`config.mk`:
```
export PLATFORM = sky130hd
export DESIGN_NAME = spi_xfer_core
export DESIGN_NICKNAME = d
export VERILOG_FILES = /design/src/rtl/spi_pkg.sv /design/src/rtl/spi_sync.sv /design/src/rtl/spi_engine.sv /design/src/rtl/spi_xfer_core.sv
export SDC_FILE = /design/constraint.sdc
export NUM_CORES = 1
export LEC_CHECK = 0
export BUFFER_PORTS_ARGS = -buffer_cell sky130_fd_sc_hd__buf_2
export CORE_MARGIN = 8
export CORE_UTILIZATION = 55
export CTS_CLUSTER_DIAMETER = 40
export DETAILED_ROUTE_END_ITERATION = 10
export PLACE_DENSITY = 0.75
export SYNTH_ARGS = -nofsm -noshare
export SYNTH_HDL_FRONTEND = slang
export SYNTH_SLANG_ARGS = --single-unit
```
`constraint.sdc`:
```
create_clock -name clk -period 3.4 [get_ports clk]
set_clock_uncertainty 0.2 [all_clocks]
set_input_delay 0.17 -clock clk [delete_from_list [all_inputs] [get_ports clk]]
set_output_delay 0.17 -clock clk [all_outputs]
set_load 0.01 [all_outputs]
```
`src/rtl/spi_pkg.sv`:
```
package spi_pkg;
   typedef enum logic [1:0] {
      ADDR_DATA = 2'd0,
      ADDR_MODE = 2'd1,
      ADDR_STAT = 2'd2
   } reg_addr_e;

   localparam int MD_EN     = 0;
   localparam int MD_MASTER = 1;
   localparam int MD_IRQEN  = 2;
   localparam int MD_NB_LSB = 4;

   localparam int ST_IRQ = 0;
   localparam int ST_OVR = 1;
   localparam int ST_COL = 2;
endpackage

```
`src/rtl/spi_sync.sv`:
```
module spi_sync #(
   parameter int W      = 1,
   parameter int STAGES = 2
) (
   input  logic         clk,
   input  logic         rst_n,
   input  logic [W-1:0] d,
   output logic [W-1:0] q
);
   if (STAGES == 0) begin : g_bypass
      assign q = d;
   end else begin : g_chain
      logic [W-1:0] st [STAGES];
      always_ff @(posedge clk or negedge rst_n) begin
         if (!rst_n) begin
            for (int i = 0; i < STAGES; i++) st[i] <= '0;
         end else begin
            st[0] <= d;
            for (int i = 1; i < STAGES; i++) st[i] <= st[i-1];
         end
      end
      assign q = st[STAGES-1];
   end
endmodule

```
`src/rtl/spi_engine.sv`:
```
module spi_engine #(
   parameter int DATA_W = 8,
   parameter int CW     = $clog2(DATA_W + 1)
) (
   input  logic              clk,
   input  logic              rst_n,
   input  logic              en,
   input  logic              master,
   input  logic [CW-1:0]     nbits,
   input  logic              load,
   input  logic [DATA_W-1:0] load_data,
   input  logic              tick,
   input  logic              fault,
   input  logic              sck_s,
   input  logic              ss_s,
   input  logic              mosi_s,
   input  logic              miso_in,
   output logic              busy,
   output logic              done,
   output logic              slave_end,
   output logic [DATA_W-1:0] rx_data,
   output logic              sck_out,
   output logic              ser_out
);
   logic [DATA_W-1:0] sh, shifted, mask, aligned;
   logic [CW-1:0]     cnt;
   logic              m_busy, phase, samp, sck_r, sck_d, ss_d;

   assign shifted = {sh[DATA_W-2:0], samp};
   assign mask    = {DATA_W{1'b1}} >> (DATA_W - int'(nbits));
   assign aligned = load_data << (DATA_W - int'(nbits));

   always_ff @(posedge clk or negedge rst_n) begin
      if (!rst_n) begin
         sh <= '0; cnt <= '0; m_busy <= 1'b0; phase <= 1'b0; samp <= 1'b0;
         sck_r <= 1'b0; sck_d <= 1'b0; ss_d <= 1'b0;
         done <= 1'b0; slave_end <= 1'b0; rx_data <= '0;
      end else begin
         done      <= 1'b0;
         slave_end <= 1'b0;
         sck_d     <= sck_s;
         ss_d      <= ss_s;
         if (load) begin
            sh     <= aligned;
            cnt    <= nbits;
            phase  <= 1'b0;
            sck_r  <= 1'b0;
            m_busy <= master;
         end else if (!en) begin
            m_busy <= 1'b0;
            sck_r  <= 1'b0;
            phase  <= 1'b0;
         end else if (master) begin
            if (fault) begin
               m_busy <= 1'b0;
               sck_r  <= 1'b0;
               phase  <= 1'b0;
            end else if (m_busy && tick) begin
               if (!phase) begin
                  sck_r <= 1'b1;
                  samp  <= miso_in;
                  phase <= 1'b1;
               end else begin
                  sck_r <= 1'b0;
                  phase <= 1'b0;
                  sh    <= shifted;
                  cnt   <= cnt - CW'(1);
                  if (cnt == CW'(1)) begin
                     m_busy  <= 1'b0;
                     done    <= 1'b1;
                     rx_data <= shifted & mask;
                  end
               end
            end
         end else begin
            if (!ss_s) begin
               cnt <= nbits;
            end else if (sck_s && !sck_d) begin
               samp <= mosi_s;
            end else if (!sck_s && sck_d) begin
               sh <= shifted;
               if (cnt == CW'(1)) begin
                  rx_data <= shifted & mask;
                  cnt     <= nbits;
               end else begin
                  cnt <= cnt - CW'(1);
               end
            end
            if (ss_d && !ss_s) slave_end <= 1'b1;
         end
      end
   end

   assign busy    = master ? m_busy : (en & ss_s);
   assign sck_out = sck_r;
   assign ser_out = sh[DATA_W-1];
endmodule

```
`src/rtl/spi_xfer_core.sv`:
```
module spi_xfer_core
   import spi_pkg::*;
#(
   parameter int DATA_W      = 8,
   parameter int SYNC_STAGES = 2
) (
   input  logic              clk,
   input  logic              rst_n,
   input  logic [1:0]        reg_addr,
   input  logic              reg_wr,
   input  logic [DATA_W-1:0] reg_wdata,
   output logic [DATA_W-1:0] reg_rdata,
   input  logic              bit_tick,
   input  logic              sck_in,
   input  logic              ss_n_in,
   input  logic              mosi_in,
   input  logic              miso_in,
   output logic              sck_out,
   output logic              sck_oe,
   output logic              mosi_out,
   output logic              mosi_oe,
   output logic              miso_out,
   output logic              miso_oe,
   output logic              irq
);
   localparam int NBW = $clog2(DATA_W);
   localparam int CW  = $clog2(DATA_W + 1);

   if (DATA_W < 8 || (DATA_W & (DATA_W - 1)) != 0) begin : g_bad_width
      $error("spi_xfer_core: DATA_W must be a power of two of at least 8");
   end
   if (SYNC_STAGES > 4) begin : g_bad_sync
      $error("spi_xfer_core: SYNC_STAGES must not exceed 4");
   end

   logic [DATA_W-1:0] mode_q, rx_data;
   logic              irq_q, ovr_q, col_q;
   logic              mode_en, mode_master, mode_irq_en;
   logic [NBW-1:0]    nb_field;
   logic [CW-1:0]     nbits;
   logic [2:0]        sync_q;
   logic              sck_s, ss_s, mosi_s;
   logic              wr_data, wr_mode, wr_stat;
   logic              xfer_busy, xfer_done, slave_end, ser_out;
   logic              load, ovr_hit, fault, irq_set;

   assign mode_en     = mode_q[MD_EN];
   assign mode_master = mode_q[MD_MASTER];
   assign mode_irq_en = mode_q[MD_IRQEN];
   assign nb_field    = mode_q[MD_NB_LSB +: NBW];
   assign nbits       = (nb_field == '0) ? CW'(DATA_W) : CW'(nb_field);

   spi_sync #(.W(3), .STAGES(SYNC_STAGES)) u_sync (
      .clk(clk), .rst_n(rst_n), .d({sck_in, ~ss_n_in, mosi_in}), .q(sync_q)
   );
   assign sck_s  = sync_q[2];
   assign ss_s   = sync_q[1];
   assign mosi_s = sync_q[0];

   assign wr_data = reg_wr && (reg_addr == ADDR_DATA);
   assign wr_mode = reg_wr && (reg_addr == ADDR_MODE);
   assign wr_stat = reg_wr && (reg_addr == ADDR_STAT);

   assign ovr_hit = wr_data && mode_en && xfer_busy;
   assign load    = wr_data && mode_en && !xfer_busy && !(mode_master && col_q);
   assign fault   = mode_en && mode_master && ss_s && !col_q;
   assign irq_set = mode_irq_en && (xfer_done ||
                    (slave_end && mode_en && !mode_master));

   spi_engine #(.DATA_W(DATA_W), .CW(CW)) u_engine (
      .clk(clk), .rst_n(rst_n), .en(mode_en), .master(mode_master),
      .nbits(nbits), .load(load), .load_data(reg_wdata), .tick(bit_tick),
      .fault(fault), .sck_s(sck_s), .ss_s(ss_s), .mosi_s(mosi_s),
      .miso_in(miso_in), .busy(xfer_busy), .done(xfer_done),
      .slave_end(slave_end), .rx_data(rx_data), .sck_out(sck_out),
      .ser_out(ser_out)
   );

   always_ff @(posedge clk or negedge rst_n) begin
      if (!rst_n) begin
         mode_q <= '0;
         irq_q  <= 1'b0;
         ovr_q  <= 1'b0;
         col_q  <= 1'b0;
      end else begin
         if (wr_mode) mode_q <= reg_wdata;
         if (irq_set) irq_q <= 1'b1;
         else if (wr_stat && reg_wdata[ST_IRQ]) irq_q <= 1'b0;
         if (ovr_hit) ovr_q <= 1'b1;
         else if (wr_stat && reg_wdata[ST_OVR]) ovr_q <= 1'b0;
         if (fault) col_q <= 1'b1;
         else if (wr_stat && reg_wdata[ST_COL]) col_q <= 1'b0;
      end
   end

   always_comb begin
      reg_rdata = '0;
      case (reg_addr)
         ADDR_DATA: reg_rdata = rx_data;
         ADDR_MODE: reg_rdata = mode_q;
         ADDR_STAT: begin
            reg_rdata[ST_IRQ]   = irq_q;
            reg_rdata[ST_OVR]   = ovr_q;
            reg_rdata[ST_COL]   = col_q;
            reg_rdata[DATA_W-1] = xfer_busy;
         end
         default: reg_rdata = '0;
      endcase
   end

   assign sck_oe   = mode_en && mode_master && !col_q;
   assign mosi_oe  = sck_oe;
   assign mosi_out = ser_out;
   assign miso_out = ser_out;
   assign miso_oe  = mode_en && !mode_master && ss_s;
   assign irq      = irq_q;
endmodule

```
## Yosys cells after proc, flatten, opt, wreduce, memory -nomap -nowiden

Index checks and enable logic that the tools add are counted.

| storage, ports and cells | value |
|---|---|
| register bits after elaboration | 44 |
| output and inout bits | 15 |
| input bits | 18 |

| cells by class | value |
|---|---|
| mux-type cells | 68 |
| shift operators | 2 |
| bitwise operators | 4 |
| reduce and logical (&&, ||, !) cells | 49 |
| equal/unequal tests | 18 |
| add/subtract/negate cells | 2 |

Operator list:

| operator | count |
|---|---|
| $mux W8 | 17 |
| $mux W4 | 11 |
| $mux W1 | 37 |
| $shl A8 B32 Y8 | 1 |
| $shr A8 B32 Y8 const A | 1 |
| $logic_and A1 B1 Y1 | 24 |
| $reduce_and A7 Y1 | 2 |
| $reduce_bool A2 Y1 | 7 |
| $ne A4 B1 Y1 const B | 3 |
| $ne A3 B1 Y1 const B | 3 |
| $pmux W3 S3 | 1 |
| $and A8 B8 Y8 | 1 |
| $pmux W4 S2 | 1 |
| $reduce_and A8 Y1 | 1 |
| $logic_not A1 Y1 | 7 |
| $ne A2 B2 Y1 const B | 3 |
| $ne A3 B3 Y1 const B | 2 |
| $reduce_and A6 Y1 | 1 |
| $reduce_bool A3 Y1 | 2 |
| $sub A4 B4 Y5 const A | 1 |
| $eq A4 B1 Y1 const B | 1 |
| $ne A2 B1 Y1 const B | 2 |
| $ne A4 B3 Y1 const B | 1 |
| $ne A4 B4 Y1 const B | 1 |
| 11 further kinds | 12 |

## Logic depth before layout (Yosys ltp)

Gate-level depths: netlist (run 1).

| logic depth | value |
|---|---|
| word-level depth | 10 |
| gate-level depth with buffers | 10 |
| gate-level depth less buffers | 7 |

## By module

Synthesis (run 1) repeated with hierarchy kept, for this count alone.

| unflattened totals | value |
|---|---|
| cells, all modules | 254 |
| area total of the unflattened synthesis | 2625.0 µm² |

By module, submodules not included:

| module | cells each | area an instance (µm²) | instances | seq. area each (µm²) |
|---|---|---|---|---|
| spi_engine | 185 | 1766.7 | 1 | 675.6 |
| spi_xfer_core | 60 | 685.7 | 1 | 275.3 |
| spi_sync | 9 | 172.7 | 1 | 150.1 |

## Least setup slack after synthesis (run 1)

No wires, ideal clock.

| timing path | value |
|---|---|
| kind | register to register |
| start point | register mode_q[4] |
| end point | register u_engine.rx_data[5] |
| buffers on the path | 2 |
| required time | 3075 ps |
| setup time | 125 ps |
| stages on the path, launching flop included | 9 |
| arrival | 2260 ps |
| path slack | 816 ps |
| path through | dfrtp_1 -> clkbuf_1 -> clkbuf_1 -> inv_1 -> ha_1 -> nor4_1 -> a21oi_1 -> and3_1 -> mux2_2 |

| on the way | value |
|---|---|
| word-level cells in the longest chain between the ends | 10 |
| elaborated cells on any way between the ends | 13 |
| classes of those cells | add/sub (1); shift (1); mux (9); bitwise (1); reduce/logical (1) |

Ends and longest elaborated chain:

| item | RTL line | text |
|---|---|---|
| start: declaration | spi_xfer_core.sv:36 | `logic [DATA_W-1:0] mode_q, rx_data;` |
| start signal: assignment | spi_xfer_core.sv:86 | `if (wr_mode) mode_q <= reg_wdata;` |
| $logic_not A3 Y1 | spi_xfer_core.sv:51 | `assign nbits = (nb_field == '0) ? CW'(DATA_W) : CW'(nb_field);` |
| $mux W4 (*) | spi_xfer_core.sv:51 |  |
| $sub A4 B4 Y5 (*) | spi_engine.sv:30 | `assign mask = {DATA_W{1'b1}} >> (DATA_W - int'(nbits));` |
| $shr A8 B32 Y8 (*) | spi_engine.sv:30 |  |
| $and A8 B8 Y8 (*) | spi_engine.sv:71, spi_engine.sv:83 |  |
| $mux W8 (*) | spi_engine.sv:68, spi_engine.sv:82 |  |
| $mux W8 (on tied branches) | spi_engine.sv:80, spi_engine.sv:59 |  |
| $mux W8 (on tied branches) | spi_engine.sv:78, spi_engine.sv:58 |  |
| $mux W8 (on tied branches) | spi_engine.sv:76, spi_engine.sv:54 |  |
| $mux W8 (*) | spi_engine.sv:53 | `end else if (master) begin` |
| end signal: assignment | spi_engine.sv:71 | `rx_data <= shifted & mask;` |
| end signal: assignment | spi_engine.sv:83 | `rx_data <= shifted & mask;` |
| end: declaration | spi_engine.sv:21 | `output logic [DATA_W-1:0] rx_data,` |

Mark *: on every way between the ends. The rest lies on a longest branch, timed or not. The select of a mux whose other input is x is not followed.
A chain may end at the register's enable or synchronous reset.

## Worst setup path after layout (run 1)

| timing path | value |
|---|---|
| start point | register mode_q[1] |
| end point | register u_engine.cnt[1] |

| on the way | value |
|---|---|
| word-level cells in the longest chain between the ends | 6 |
| elaborated cells on any way between the ends | 19 |
| classes of those cells | eq/ne (5); mux (4); reduce/logical (10) |

Ends and longest elaborated chain:

| item | RTL line | text |
|---|---|---|
| $mux W1 | spi_engine.sv:94 | `assign busy = master ? m_busy : (en & ss_s);` |
| $logic_not A1 Y1 | spi_xfer_core.sv:65 | `assign load = wr_data && mode_en && !xfer_busy && !(mode_master && col_q);` |
| $logic_and A1 B1 Y1 (2 in series) | spi_xfer_core.sv:65 |  |
| $ne A4 B4 Y1 (no line), or another cell as far along | -- |  |
| $reduce_and A6 Y1 (no line) | -- |  |
| end signal: assignment | spi_engine.sv:77 | `cnt <= nbits;` |
| end signal: assignment | spi_engine.sv:84 | `cnt <= nbits;` |
| end signal: assignment | spi_engine.sv:86 | `cnt <= cnt - CW'(1);` |
| end: declaration | spi_engine.sv:26 | `logic [CW-1:0] cnt;` |

Several ways; a longest one is shown, not always the timed one. The select of a mux whose other input is x is not followed.

==> results.sh, run 1 <==
export IMPL_status="finished, final reports clean"
export IMPL_drc_errors=0
export IMPL_ant_nets=0
export IMPL_syn_nets=288
export IMPL_cts_tree="built"
export IMPL_initial_utilization_pct=56.1
export IMPL_grt_pass1_wl_um=10500
export IMPL_diodes=0
export IMPL_row_count=25
export IMPL_cellPowerDensity_mw_per_mm2=605
export IMPL_instances_no_fill=358
export IMPL_io_buffers=32
export IMPL_crit_required_ns=3.39
export IMPL_post_route_period_util_pct=75.9
export IMPL_synth_area_per_cell_um2=9.72
export IMPL_fin_ws_ns=0.818
export IMPL_post_drt_wl_per_cell_um=17.7
export IMPL_gp_congestion=0.861
export IMPL_clock_path_buffers=2
export IMPL_most_common_layout_cells="dfrtp_1, buf_2, nand2_1"
export IMPL_irDropWorstVdd_mv=0.268
export IMPL_synth_seq_cells=44
export IMPL_die_w_um=84.7
export IMPL_path_clk_slew_ns=0.09
export IMPL_grtUsageTotal_pct=18.5
export IMPL_yosysSeqAreaShare_pct=42.4
export IMPL_p_clk_share_pct=19.5
export IMPL_cp_num_buf_inv=1
export IMPL_io_pins=33
export IMPL_final_seq_area_mm2=0.00110
export IMPL_p_comb_share_pct=36.3
export IMPL_drive_gt1_share_pct=22.4
export IMPL_end_kind="flip-flop"
export IMPL_drt_vias_per_instance=5.92
export IMPL_synth_cell_type_count=54
export IMPL_final_area_mm2=0.00297
export IMPL_pre_cts_ws_ns=0.884
export IMPL_start_kind="flip-flop"
export IMPL_multiInputGateArea_mm2=0.00134
export IMPL_postCtsResizedCells=0
export IMPL_drt_wl_total_um=6350
export IMPL_final_common_cell="dfrtp_1"
export IMPL_rsz0062_at_grt="false"
export IMPL_first_pass_iters=4
export IMPL_power_switching_w=0.000692
export IMPL_synth_edf_count=0
export IMPL_finalHoldViolCount=0
export IMPL_dp_cells=338
export IMPL_cts_root_buffer="clkbuf_8"
export IMPL_post_dp_hpwl_um=4510
export IMPL_tightestPinTransition_ns=0.969
export IMPL_pwr_share_seq_pct=44.1
export IMPL_dpl_cell_area_mm2=0.00275
export IMPL_setup_worst_path_class="reg -> reg"
export IMPL_hp_class="in -> reg"
export IMPL_antenna_found_initial=0
export IMPL_area_growth_syn_to_layout_pct=14.4
export IMPL_overflow=0
export IMPL_num_nets_final=324
export IMPL_tns_ns=0
export IMPL_fin_util_pct=64.1
export IMPL_max_freq_ghz=0.387
export IMPL_fillers=383
export IMPL_num_vias=2118
export IMPL_slew_headroom_pct=35.4
export IMPL_intPower_w=0.00110
export IMPL_slowest_stage="dfrtp_1"
export IMPL_htree_levels=2
export IMPL_grt_max_degree=45
export IMPL_critical_path_max_stage_delay_ns=0.69
export IMPL_cts_buffers=5
export IMPL_cts_sinks=44
export IMPL_drv_slew=0
export IMPL_design_core_area_mm2=0.00463
export IMPL_syn_area_mm2=0.00260
export IMPL_period_needed_ns=2.58
export IMPL_max_cap_viol_count=0
export IMPL_cts_hold_buf=12
export IMPL_worst_path_max_fanout=15
export IMPL_power_leakage_nw=1.33
export IMPL_cts_setup_buffers=0
export IMPL_ys_warn_count=0
export IMPL_dieHeight_um=84.7
export IMPL_ys_flop_type="dfrtp_1"
export IMPL_crit_family="flip-flops"
export IMPL_worstSkewPairLatency_ns=0.30
export IMPL_design_die_area_mm2=0.00717
export IMPL_p_sw_share_pct=38.5
export IMPL_synthCells=267
export IMPL_cp_cell_sequence="and3b_1 -> a2111oi_4 -> buf_4 -> nor2_1 -> mux2i_1 -> mux2_2"
export IMPL_cp_data_arrival_time_ns=2.57
export IMPL_ys_async_sr_fraction_pct=100
export IMPL_drt_iter0_drc=164
export IMPL_setup_viol=0
export IMPL_first_global_vias=2154
==> sequential cells by signal (all words and copies together), names as in the netlist <==
| register | flops |
|---|---|
| u_engine.done | 1 |
| u_engine.ss_d | 1 |
| u_engine.rx_data | 8 |
| ovr_q | 1 |
| u_sync.g_chain.st | 3 |
| u_engine.sh | 8 |
| u_engine.sck_d | 1 |
| u_engine.slave_end | 1 |
| col_q | 1 |
| u_sync.q | 3 |
| u_engine.phase | 1 |
| mode_q | 8 |
| u_engine.cnt | 4 |
| irq | 1 |
| u_engine.m_busy | 1 |
| u_engine.samp | 1 |
==> logic make-up after synthesis <==
kind of cell | count (synthesis) | synth area share, %
AO/OA/AOI/OAI | 64 | 17.5
XOR/XNOR | 2 | 0.675
adder cells (fa/ha/maj) | 3 | 1.45
buffers and inverters | 34 | 6.12
flip-flops | 44 | 42.4
multiplexers | 34 | 13.9
AND/OR/NAND/NOR | 86 | 17.9
==> cell usage after synthesis (2+ instances only) <==
| cell | n | area [um^2] |
|---|---|---|
| ha_1 | 3 | 37.5 |
| mux2i_1 | 17 | 170 |
| nor2_1 | 14 | 52.6 |
| inv_1 | 15 | 56.3 |
| o211ai_1 | 4 | 30.0 |
| o22ai_1 | 3 | 18.8 |
| dfrtp_1 | 44 | 1100 |
| nor3_1 | 7 | 35.0 |
| nor3b_1 | 2 | 15.0 |
| nand2b_1 | 3 | 18.8 |
| a2111oi_4 | 2 | 55.1 |
| a31oi_1 | 2 | 12.5 |
| o21ai_2 | 2 | 17.5 |
| mux2_2 | 17 | 191 |
| and2_1 | 5 | 31.3 |
| a211oi_1 | 2 | 15.0 |
| o21a_1 | 2 | 15.0 |
| o21ai_0 | 19 | 95.1 |
| buf_2 | 7 | 35.0 |
| a21o_1 | 2 | 15.0 |
| nand3_1 | 7 | 35.0 |
| a21oi_1 | 11 | 55.1 |
| nor4_1 | 4 | 25.0 |
| o21ai_1 | 4 | 20.0 |
| nor2b_1 | 6 | 37.5 |
| buf_6 | 2 | 22.5 |
| buf_4 | 2 | 15.0 |
| nand2_1 | 23 | 86.3 |
| and3_1 | 4 | 25.0 |
| clkbuf_1 | 8 | 30.0 |
==> worst register-to-register path: stages, from the launching register on <==
cell	delay, ns
dfrtp_1	0.69
and3b_1	0.34
a2111oi_4	0.41
buf_4	0.26
nor2_1	0.14
mux2i_1	0.15
mux2_2	0.28
==> per-layer routing <==
| metal | vias up | share of wire, % | track usage [%] |
|---|---|---|---|
| li1 | 1032 | - | - |
| met1 | 1020 | 45 | 22.9 |
| met2 | 55 | 49 | 29.4 |
| met3 | 11 | 4.8 | 4.88 |
| met4 | 0 | 1.6 | 8.58 |
| met5 | - | 0 | 0 |
==> layout make-up <==
| class | count | share of cell area [%] |
|---|---|---|
| Multi-Input combinational cell | 189 | 45.0 |
| Sequential cell | 44 | 37.1 |
| Timing Repair Buffer | 48 | 10.5 |
| Clock buffer | 6 | 2.78 |
| Tap cell | 54 | 2.28 |
| Inverter | 15 | 1.90 |
| Clock inverter | 2 | 0.506 |
==> per-stage QoR <==
stage,total power [W],hold slack [ns]
floorplan,0.00125,-0.326
global placement,0.00141,0.0792
detailed placement,0.00143,0.0798
CTS,0.00180,0.0109
global route,0.00192,0.0230
finish,0.00180,0.0202
==> power groups by stage <==
stage	sequential (W)	combinational, W	clock [W]
finish	0.000793	0.000652	0.000351
global route	0.000810	0.000726	0.000387
detailed placement	0.000799	0.000633	0
CTS	0.000789	0.000651	0.000360
floorplan	0.000743	0.000507	0
global placement	0.000794	0.000616	0
==> worst paths after layout <==
| kind | from | endpoint | slack, ns | depth (start not counted) |
|---|---|---|---|---|
| worst max-delay path | mode_q[1]$_DFFE_PN0P_ | u_engine.cnt[1]$_DFFE_PN0P_ | 0.82 | 6 |
| max in group asynchronous | rst_n | u_engine.cnt[3]$_DFFE_PN0P_ | 2.04 | 2 |
| worst max register to register | mode_q[1]$_DFFE_PN0P_ | u_engine.cnt[1]$_DFFE_PN0P_ | 0.82 | 6 |
| worst min register to register | u_sync.g_chain.st[3]$_DFF_PN0_ | u_sync.q[0]$_DFF_PN0_ | 0.16 | 0 |
| worst min-delay path | bit_tick | u_engine.done$_DFF_PN0_ | 0.02 | 3 |
| min in group asynchronous | rst_n | u_engine.phase$_DFFE_PN0P_ | 0.36 | 2 |
Note: power is estimated with default switching activity, not from simulation.
==> run 2, diff against run 1 <==
==> constraint.sdc (replaced) <==
create_clock -name clk -period 2.62 [get_ports clk]
set_clock_uncertainty 0.2 [all_clocks]
set_input_delay 0.131 -clock clk [delete_from_list [all_inputs] [get_ports clk]]
set_output_delay 0.131 -clock clk [all_outputs]
set_load 0.01 [all_outputs]
==> run 2 against run 1 <==
Global-route usage decreased by 0.62 points. Setup slack worse by 0.53 ns. Utilization up 2.0 points. Critical path depth is 1 lower. Register-to-register slack got worse by 0.53 ns. Via count up 0.94%. Fmax grew 11%. Hold slack worse by 0.019 ns. Routed wire length down 3.7%. Critical endpoint is now u_engine.rx_data[0]$_DFFE_PN0P_. Highest routed layer unchanged.
==> results.sh, run 2 (synthesis gave the netlist of run 1 again) <==
export IMPL_status="finished, final reports clean"
export IMPL_hp_class="in -> reg"
export IMPL_tns_ns=0
export IMPL_worstSkewPairLatency_ns=0.30
export IMPL_io_buffers=32
export IMPL_gp_congestion=0.897
export IMPL_clock_path_buffers=2
export IMPL_cp_data_arrival_time_ns=2.32
export IMPL_dp_cells=344
export IMPL_cts_root_buffer="clkbuf_8"
export IMPL_design_core_area_mm2=0.00463
export IMPL_finalHoldViolCount=0
export IMPL_period_needed_ns=2.33
export IMPL_startpoint="u_engine.cnt[1]$_DFFE_PN0P_"
export IMPL_dieHeight_um=84.7
export IMPL_hold_start="miso_in"
export IMPL_tightestPinTransition_ns=0.980
export IMPL_die_w_um=84.7
export IMPL_max_freq_ghz=0.430
export IMPL_reg_top3="mode_q: 8 flops, u_engine.rx_data: 8 flops, u_engine.sh: 8 flops"
export IMPL_overflow=0
export IMPL_first_pass_iters=4
export IMPL_num_nets_final=333
export IMPL_grt_pass1_wl_um=10300
export IMPL_drt_vias_per_instance=5.83
export IMPL_first_global_vias=2061
export IMPL_grt_max_degree=45
export IMPL_grt_util_met3_pct=4.10
export IMPL_crit_required_ns=2.61
export IMPL_htree_levels=2
export IMPL_setup_worst_path_class="reg -> reg"
export IMPL_rsz0062_at_grt="false"
export IMPL_num_vias=2138
export IMPL_fin_util_pct=66.2
export IMPL_io_pins=33
export IMPL_end_kind="flip-flop"
export IMPL_slew_headroom_pct=34.7
export IMPL_instances_no_fill=367
export IMPL_drt_iter0_drc=133
export IMPL_fin_ws_ns=0.292
export IMPL_grtUsageTotal_pct=17.9
export IMPL_initial_utilization_pct=56.1
export IMPL_grt_util_met2_pct=29.4
export IMPL_worst_path_max_fanout=6
export IMPL_irDropWorstVdd_mv=0.359
export IMPL_antenna_found_initial=0
export IMPL_max_cap_viol_count=0
export IMPL_row_count=25
export IMPL_cellPowerDensity_mw_per_mm2=788
export IMPL_path_clk_slew_ns=0.09
export IMPL_diodes=0
export IMPL_area_growth_syn_to_layout_pct=18.0
export IMPL_drc_errors=0
export IMPL_post_route_period_util_pct=88.8
export IMPL_postCtsResizedCells=0
export IMPL_drv_slew=0
export IMPL_power_leakage_nw=1.38
export IMPL_design_die_area_mm2=0.00717
export IMPL_cts_buffers=5
export IMPL_pre_cts_ws_ns=0.315
export IMPL_drt_wl_total_um=6120
export IMPL_cts_setup_buffers=0
export IMPL_met1_usage_pct=22.8
export IMPL_final_common_cell="dfrtp_1"
export IMPL_busiest_layer="met2"
export IMPL_cts_hold_buf=15
export IMPL_ant_nets=0
export IMPL_r2r_start="u_engine.cnt[1]$_DFFE_PN0P_"
export IMPL_post_dp_hpwl_um=4450
export IMPL_setup_viol=0
export IMPL_cts_sinks=44
export IMPL_post_drt_wl_per_cell_um=16.7
export IMPL_most_common_layout_cells="dfrtp_1, buf_2, nand2_1"
export IMPL_start_kind="flip-flop"
export IMPL_cts_tree="built"
export IMPL_drive_gt1_share_pct=23.6
==> run 2: worst max-delay path: stages, from the launching register on <==
cell	delay (ns)
dfrtp_1	0.41
inv_1	0.09
ha_1	0.13
or3b_1	0.45
nor4_4	0.55
mux2_2	0.39
==> run 2: final cells by class <==
class	instances	area, um^2
Fill cell	383	1570
Multi-Input combinational cell	189	1340
Sequential cell	44	1100
Timing Repair Buffer	57	385
Clock buffer	5	68.8
Tap cell	54	67.6
Inverter	15	56.3
Clock inverter	3	47.5
==> run 2: layer usage <==
| layer | routed length [um] | share of wire, % |
|---|---|---|
| met1 | 2740 | 45 |
| met2 | 3030 | 50 |
| met3 | 259 | 4.2 |
| met4 | 80 | 1.3 |
| met5 | 0 | 0 |
==> run 2: through the flow <==
step / power [W] / instance area (um^2) / hold WS [ns]
2_1_floorplan: 0.00162 / 2600 / -0.365
3_3_place_gp: 0.00184 / 2800 / 0.0390
3_5_place_dp: 0.00187 / 2800 / 0.0409
4_1_cts: 0.00242 / 3060 / 0.00191
5_1_grt: 0.00258 / 3060 / 0.00603
6_report: 0.00241 / 3060 / 0.00100
==> run 2: final timing paths <==
| kind | endpoint | slack (ns) | cells past startpoint |
|---|---|---|---|
| max | u_engine.rx_data[0]$_DFFE_PN0P_ | 0.29 | 5 |
| min | u_engine.samp$_DFFE_PN0P_ | 0.001 | 3 |
| max reg2reg | u_engine.rx_data[0]$_DFFE_PN0P_ | 0.29 | 5 |
| min reg2reg | u_sync.q[0]$_DFF_PN0_ | 0.15 | 0 |
| max in group asynchronous | mode_q[7]$_DFFE_PN0P_ | 1.29 | 2 |
| min in group asynchronous | u_sync.q[2]$_DFF_PN0_ | 0.33 | 2 |
==> run 2: power by group <==
part / total (W) / switching, W / leakage [nW] / internal (W)
Sequential: 0.00100 / 0.000158 / 0.541 / 0.000845
Combinational: 0.000881 / 0.000490 / 0.785 / 0.000391
Clock: 0.000530 / 0.000242 / 0.0583 / 0.000287
